$ cat config.mk
export PLATFORM = sky130hd
export DESIGN_NAME = plm_slot_tx
export DESIGN_NICKNAME = d
export VERILOG_FILES = /design/src/rtl/plm_pkg.sv /design/src/rtl/plm_pulse_timer.sv /design/src/rtl/plm_slot_seq.sv /design/src/rtl/plm_slot_tx.sv
export SDC_FILE = /design/constraint.sdc
export NUM_CORES = 1
export LEC_CHECK = 0
export ABC_CLOCK_PERIOD_IN_PS = 8000
export BUFFER_PORTS_ARGS = -buffer_cell sky130_fd_sc_hd__buf_2
export CORE_MARGIN = 3
export CORE_UTILIZATION = 61
export CTS_CLUSTER_DIAMETER = 200
export DETAILED_ROUTE_END_ITERATION = 10
export MAX_ROUTING_LAYER = met4
export PLACE_DENSITY = 0.86
export SYNTH_ARGS = -nofsm -noshare
export SYNTH_HDL_FRONTEND = slang
export SYNTH_SLANG_ARGS = --single-unit
$ cat constraint.sdc
create_clock -name clk -period 8 [get_ports clk]
set_clock_uncertainty 0.2 [all_clocks]
set_input_delay 1.6 -clock clk [delete_from_list [all_inputs] [get_ports clk]]
set_output_delay 1.6 -clock clk [all_outputs]
set_load 0.005 [all_outputs]
$ cat src/rtl/plm_pkg.sv
package plm_pkg;
   localparam int unsigned GROUP_LEN = 8;
   localparam int unsigned SLOT_W    = $clog2(GROUP_LEN);

   typedef logic [SLOT_W-1:0] slot_t;

   // Level of slot idx inside an eight-pulse group carrying bit q:
   // two framing slots (long, short), then inverse/true alternating.
   function automatic logic slot_level(input slot_t idx, input logic q);
      if (idx == slot_t'(0)) return 1'b1;
      if (idx == slot_t'(1)) return 1'b0;
      return idx[0] ? q : ~q;
   endfunction
endpackage

$ cat src/rtl/plm_pulse_timer.sv
module plm_pulse_timer #(
   parameter int unsigned PW = 8
) (
   input  logic          clk,
   input  logic          rst_n,
   input  logic [PW-1:0] period_i,
   input  logic [PW-1:0] low_long_i,
   input  logic [PW-1:0] low_short_i,
   input  logic          level_i,
   output logic          pulse_end_o,
   output logic          line_o
);
   logic [PW-1:0] cnt_q;
   logic [PW-1:0] per_q;
   logic [PW-1:0] hi_q;
   logic [PW-1:0] cnt_inc;
   logic [PW-1:0] hi_n;
   logic          first_q;
   logic          line_q;

   assign cnt_inc     = cnt_q + 1'b1;
   assign pulse_end_o = first_q | (cnt_inc == per_q);
   assign hi_n        = period_i - (level_i ? low_long_i : low_short_i);
   assign line_o      = line_q;

   always_ff @(posedge clk) begin
      if (!rst_n) begin
         cnt_q   <= '0;
         per_q   <= '0;
         hi_q    <= '0;
         first_q <= 1'b1;
         line_q  <= 1'b0;
      end else if (pulse_end_o) begin
         first_q <= 1'b0;
         cnt_q   <= '0;
         per_q   <= period_i;
         hi_q    <= hi_n;
         line_q  <= (hi_n != '0);
      end else begin
         cnt_q   <= cnt_inc;
         line_q  <= (cnt_inc < hi_q);
      end
   end


   rise_on_count_zero_chk: assert property (@(posedge clk) disable iff (!rst_n)
      $rose(line_q) |-> (cnt_q == '0));


   cfg_held_mid_pulse_chk: assert property (@(posedge clk) disable iff (!rst_n)
      (!first_q && (cnt_inc != per_q)) |=> ($stable(per_q) && $stable(hi_q)));
endmodule

$ cat src/rtl/plm_slot_seq.sv
module plm_slot_seq
   import plm_pkg::*;
#(
   parameter bit GROUP_EN = 1'b1
) (
   input  logic clk,
   input  logic rst_n,
   input  logic pulse_end_i,
   input  logic group_mode_i,
   input  logic bit_valid_i,
   input  logic bit_data_i,
   output logic bit_ready_o,
   output logic level_o,
   output logic group_start_o,
   output logic underrun_o
);
   slot_t slot_q;
   slot_t slot_n;
   logic  bit_q;
   logic  grp_q;
   logic  mode_sel;
   logic  last_slot;
   logic  new_bit;
   logic  gs_q;
   logic  ur_q;

   generate
      if (GROUP_EN) begin : g_grouped
         assign mode_sel  = group_mode_i;
         assign last_slot = !grp_q || (slot_q == slot_t'(GROUP_LEN - 1));
      end else begin : g_single
         assign mode_sel  = 1'b0;
         assign last_slot = 1'b1;
      end
   endgenerate

   assign bit_ready_o   = pulse_end_i & last_slot;
   assign new_bit       = bit_valid_i & bit_data_i;
   assign group_start_o = gs_q;
   assign underrun_o    = ur_q;

   always_comb begin
      slot_n  = slot_q + 1'b1;
      level_o = slot_level(slot_n, bit_q);
      if (bit_ready_o) begin
         slot_n  = '0;
         level_o = mode_sel ? 1'b1 : new_bit;
      end
   end

   always_ff @(posedge clk) begin
      if (!rst_n) begin
         slot_q <= slot_t'(GROUP_LEN - 1);
         bit_q  <= 1'b0;
         grp_q  <= 1'b0;
         gs_q   <= 1'b0;
         ur_q   <= 1'b0;
      end else begin
         gs_q <= bit_ready_o;
         ur_q <= bit_ready_o & ~bit_valid_i;
         if (bit_ready_o) begin
            bit_q  <= new_bit;
            grp_q  <= mode_sel;
            slot_q <= '0;
         end else if (pulse_end_i) begin
            slot_q <= slot_n;
         end
      end
   end


   underrun_with_start_chk: assert property (@(posedge clk) disable iff (!rst_n)
      underrun_o |-> group_start_o);


   accept_then_start_chk: assert property (@(posedge clk) disable iff (!rst_n)
      bit_ready_o |=> group_start_o);


   mode_held_in_group_chk: assert property (@(posedge clk) disable iff (!rst_n)
      !bit_ready_o |=> $stable(grp_q));
endmodule

$ cat src/rtl/plm_slot_tx.sv
module plm_slot_tx #(
   parameter int unsigned PERIOD_W = 8,
   parameter bit          GROUP_EN = 1'b1
) (
   input  logic                clk,
   input  logic                rst_n,
   input  logic [PERIOD_W-1:0] period_i,
   input  logic [PERIOD_W-1:0] low_long_i,
   input  logic [PERIOD_W-1:0] low_short_i,
   input  logic                group_mode_i,
   input  logic                bit_valid_i,
   input  logic                bit_data_i,
   output logic                bit_ready_o,
   output logic                line_o,
   output logic                group_start_o,
   output logic                underrun_o
);
   logic pulse_end;
   logic level;

   generate
      if (PERIOD_W < 2) begin : g_bad_width
         $error("plm_slot_tx: PERIOD_W must be at least 2");
      end
   endgenerate

   plm_pulse_timer #(.PW(PERIOD_W)) u_timer (
      .clk         (clk),
      .rst_n       (rst_n),
      .period_i    (period_i),
      .low_long_i  (low_long_i),
      .low_short_i (low_short_i),
      .level_i     (level),
      .pulse_end_o (pulse_end),
      .line_o      (line_o)
   );

   plm_slot_seq #(.GROUP_EN(GROUP_EN)) u_seq (
      .clk           (clk),
      .rst_n         (rst_n),
      .pulse_end_i   (pulse_end),
      .group_mode_i  (group_mode_i),
      .bit_valid_i   (bit_valid_i),
      .bit_data_i    (bit_data_i),
      .bit_ready_o   (bit_ready_o),
      .level_o       (level),
      .group_start_o (group_start_o),
      .underrun_o    (underrun_o)
   );


   start_at_rise_chk: assert property (@(posedge clk) disable iff (!rst_n)
      group_start_o |-> $rose(line_o));


   start_single_cycle_chk: assert property (@(posedge clk) disable iff (!rst_n)
      group_start_o |=> !group_start_o);
endmodule

==> results.tsv <==
stage	metric	value	unit
global_routing	global-route wire length before repair	6.941	mm
route	detailed-route DRC error count	0	
route	Met1 Wirelength	1.857	mm
yosys	top flip-flop cell by instance count after synthesis	dfxtp_1	
yosys	portion of netlist area occupied by mux cells	0.07903	
route	Starting DRT DRC Count	88	
route	Routed WL	4.093	mm
die	Starting Density	0.6580	
global_routing	number of antenna violations at the first check in global routing	0	
yosys	portion of synthesized cell area occupied by the leading cell type	0.3210	
placed_design	input/output buffers	32	
finish	Area Overhead vs Synth	11.43	%
timing	max_slew headroom	0.5382	
yosys	Post-Syn Area per Cell	8.758	sq um
outcome	result of the run	finished, final reports clean	
worst_setup_path	worst reg2reg startpoint	u_timer.cnt_q[0]$_SDFF_PP0_	
yosys	xor/xnor share of the synthesized area	0.1052	
hold_path	worst hold-check path type	flip-flop to flip-flop	
worst_setup_path	arrival time reported for the critical path endpoint	4.88	ns
die	Die Y	64.09	microns
clock_network	total number of H-tree levels	2	
yosys	unique cell type count in the Yosys netlist	40	
power	Power Dens Cells	179.5	nW/um^2
power	P_leak	1.104	nW
yosys	most numerous cell in the Yosys netlist	dfxtp_1	
clock_network	post-cts repair resize count	0	
yosys	most numerous cell types in the synthesized netlist	dfxtp_1 (33), nor2_1 (27), nand2_1 (20)	
worst_setup_path	startpoint-to-endpoint class of the critical path	input pin to flip-flop	
power	worst-case vdd ir drop	0.0001248	V
clock_network	setup fix buffers added after clock tree synthesis	0	
power	total power draw	0.0004118	W
yosys	number of warning messages in the yosys log	0	
yosys	post-synthesis net count	284	
worst_setup_path	startpoint type of the worst setup path	input pin	
timing	final critical path time including I/O delays and setup	4.874	ns
timing	final number of max-transition violations	0	
yosys	post-synthesis share of cell area spent on full adders, half adders and majority gates	0.1252	
worst_setup_path	Setup crit end kind	flip-flop	
timing	ratio of final minimum period to clock period	0.6093	
timing	fmax	0.2052	GHz
timing	final hold violations	0	
global_routing	total global routing overflow	0	
clock_network	clock tree buffer depth	2	
flow_run	Max Cap Violations	0	
route	remaining number of nets flagged by the antenna check after routing	0	
yosys	largest family of logic cells by synthesized area	simple AND/OR/NAND/NOR gates	
clock_network	clock root buffer	clkbuf_4	
worst_setup_path	worst reg2reg setup slack	3.48	ns
timing	final critical-path setup slack	3.126	ns
route	Via density	5.417	
route	Met3 Wirelength	163	microns
yosys	number of enable flip-flop cells after synthesis	0	
yosys	Synth Area in Simple Gates	0.1988	
worst_setup_path	Critical Path End	u_timer.line_o$_SDFF_PN0_	
route	total length of routed met2 wires	2.001	mm
clock_network	CTS tree	built	
route	vias post-DR	1690	
worst_setup_path	CP max FO	8	
route	uppermost routed layer	met4	
finish	final net count	316	
global_routing	via count of the first global-routing pass	1586	
yosys	synthesized instance count	235	
clock_network	CTS Hold Buffers Added	0	
timing	accumulated negative setup slack	0	ns
route	average detailed-routed wire length per instance	13.12	microns
die	width of the chip	64.09	microns
placed_design	routability congestion estimate from global placement	0.8588	
yosys	dominant cells by area after synthesis	dfxtp_1 (32%), ha_1 (12%), mux2i_1 (6.8%)	
route	detailed-router iteration count before antenna repair	4	
worst_setup_path	endpoint required time on the critical path	8.00	ns
die	row count	20	
worst_setup_path	Critical Path Start	bit_valid_i	
yosys	Post-Synthesis Cell Area	2058	sq um
yosys	share of the yosys chip area belonging to registers	0.3210	
timing	setup repair after global routing missed its margin	no	
clock_network	CTS clk-pin slew, worst paths	0.10	ns
die	die area	4107	sq um
yosys	number of register bits inferred by synthesis	33	
yosys	largest area contributor in the synthesized netlist	dfxtp_1	
placed_design	Detailed Place HPWL	3.170	mm
die	number of I/O pins	33	
yosys	area fraction in compound gates after synthesis	0.1228	
finish	filler instances	248	
yosys	ys async rst share	0	
finish	end-of-flow core utilization	0.7332	
placed_design	post-placement worst setup slack	2.804	ns
placed_design	area after detailed placement	2242	sq um
clock_network	number of buffers inserted during clock tree synthesis	5	
global_routing	Total Routing Usage GR	0.2233	
finish	ANT cells	0	
global_routing	maximum number of pins on one net before global-route repair	23	
clock_network	CTS sink cnt	33	
timing	Slew @ Worst Pin	0.6920	ns
worst_setup_path	worst reg-to-reg path cell count	16	
die	Core Region	3128	sq um
finish	fraction of layout cells with a size suffix above 1	0.1978	
timing	final-report setup violation count	0	
worst_setup_path	terminus of the critical flop-to-flop path	u_timer.line_o$_SDFF_PN0_	
finish	Design Area, Final	2293	sq um
clock_network	clock latency on the worst-skew pair	0.34	ns
==> kinds of logic after synthesis <==
kind of cell,Yosys count
xor+xnor,21
buf+inv,24
flops,33
compound gates,41
fa+ha+maj,20
mux,16
simple gates,80
==> state kept, by name, indices dropped and copies added, names as in the netlist <==
register	cells
u_seq.group_start_o	1
u_timer.hi_q	8
u_timer.per_q	8
u_seq.slot_q	3
u_timer.line_o	1
u_seq.grp_q	1
u_timer.first_q	1
u_timer.cnt_q	8
u_seq.bit_q	1
u_seq.underrun_o	1
==> worst max-delay path: stages <==
cell      delay (ns)
buf_2           0.11
a21oi_1         0.20
nand2_1         0.08
or4b_4          0.50
nand3_4         0.16
mux2_2          0.36
ha_1            0.20
fa_1            0.41
nand2b_1        0.16
a21oi_1         0.16
and2_1          0.17
nor2_1          0.06
nor4_1          0.29
nor4b_1         0.30
a211oi_1        0.11
==> worst min path at each step <==
stage	end	from	cells past startpoint	slack, ns
after global placement	u_timer.hi_q[5]$_SDFFE_PN0P_	u_timer.hi_q[5]$_SDFFE_PN0P_	2	0.24
after floorplan	u_timer.hi_q[3]$_SDFFE_PN0P_	u_timer.hi_q[3]$_SDFFE_PN0P_	2	0.23
after detailed placement	u_timer.hi_q[3]$_SDFFE_PN0P_	u_timer.hi_q[3]$_SDFFE_PN0P_	2	0.25
after CTS	u_timer.hi_q[3]$_SDFFE_PN0P_	u_timer.hi_q[3]$_SDFFE_PN0P_	2	0.27
final	u_timer.hi_q[5]$_SDFFE_PN0P_	u_timer.hi_q[5]$_SDFFE_PN0P_	2	0.26
after global routing	u_timer.per_q[0]$_SDFFE_PN0P_	u_timer.per_q[0]$_SDFFE_PN0P_	2	0.29
==> placed cells by master (no fill, tap or decap), types with 3 or more instances in the layout <==
cell type / instances
dfxtp_1: 33
buf_2: 32
nor2_1: 27
nand2_1: 20
ha_1: 19
a21oi_1: 17
inv_1: 16
mux2i_1: 14
xnor2_1: 12
and3_1: 7
xor2_1: 7
o21ai_0: 6
o21a_1: 6
clkbuf_4: 5
a21boi_0: 3
and2_1: 3
nand3_1: 3
nor2b_1: 3
a211oi_1: 3
nor3_1: 3
==> stage by stage <==
stage | hold WS, ns | cells
final | 0.2650 | 312
after global routing | 0.2924 | 312
after CTS | 0.2656 | 312
after detailed placement | 0.2509 | 304
after global placement | 0.2396 | 304
after floorplan | 0.2319 | 235
==> power by group <==
| part | switching (W) | internal, W | leakage [nW] | total [W] |
|---|---|---|---|---|
| Clock | 0.0000562 | 0.0000334 | 0.0320 | 0.0000897 |
| Sequential | 0.00000909 | 0.000179 | 0.272 | 0.000188 |
| Combinational | 0.0000707 | 0.0000637 | 0.800 | 0.000134 |
| Total | 0.000136 | 0.000276 | 1.10 | 0.000412 |
==> metal layers <==
layer  up-vias  global-route usage
met3         7             0.03691
met5         -                   -
li1        866                   -
met4         0             0.08895
met2        35              0.3742
met1       782              0.2658
==> cell type report <==
class                   count  area [sq um]  share of cell area
multi-input cells         178          1299              0.5663
flip-flops and latches     33         660.6              0.2881
repair buffers             33         167.7             0.07310
inverters                  16         60.06             0.02619
well taps                  44         55.05             0.02400
clock buffers               6         41.29             0.01800
clock inverters             2         10.01            0.004364
No activity file was read; power rests on OpenSTA's default activity.
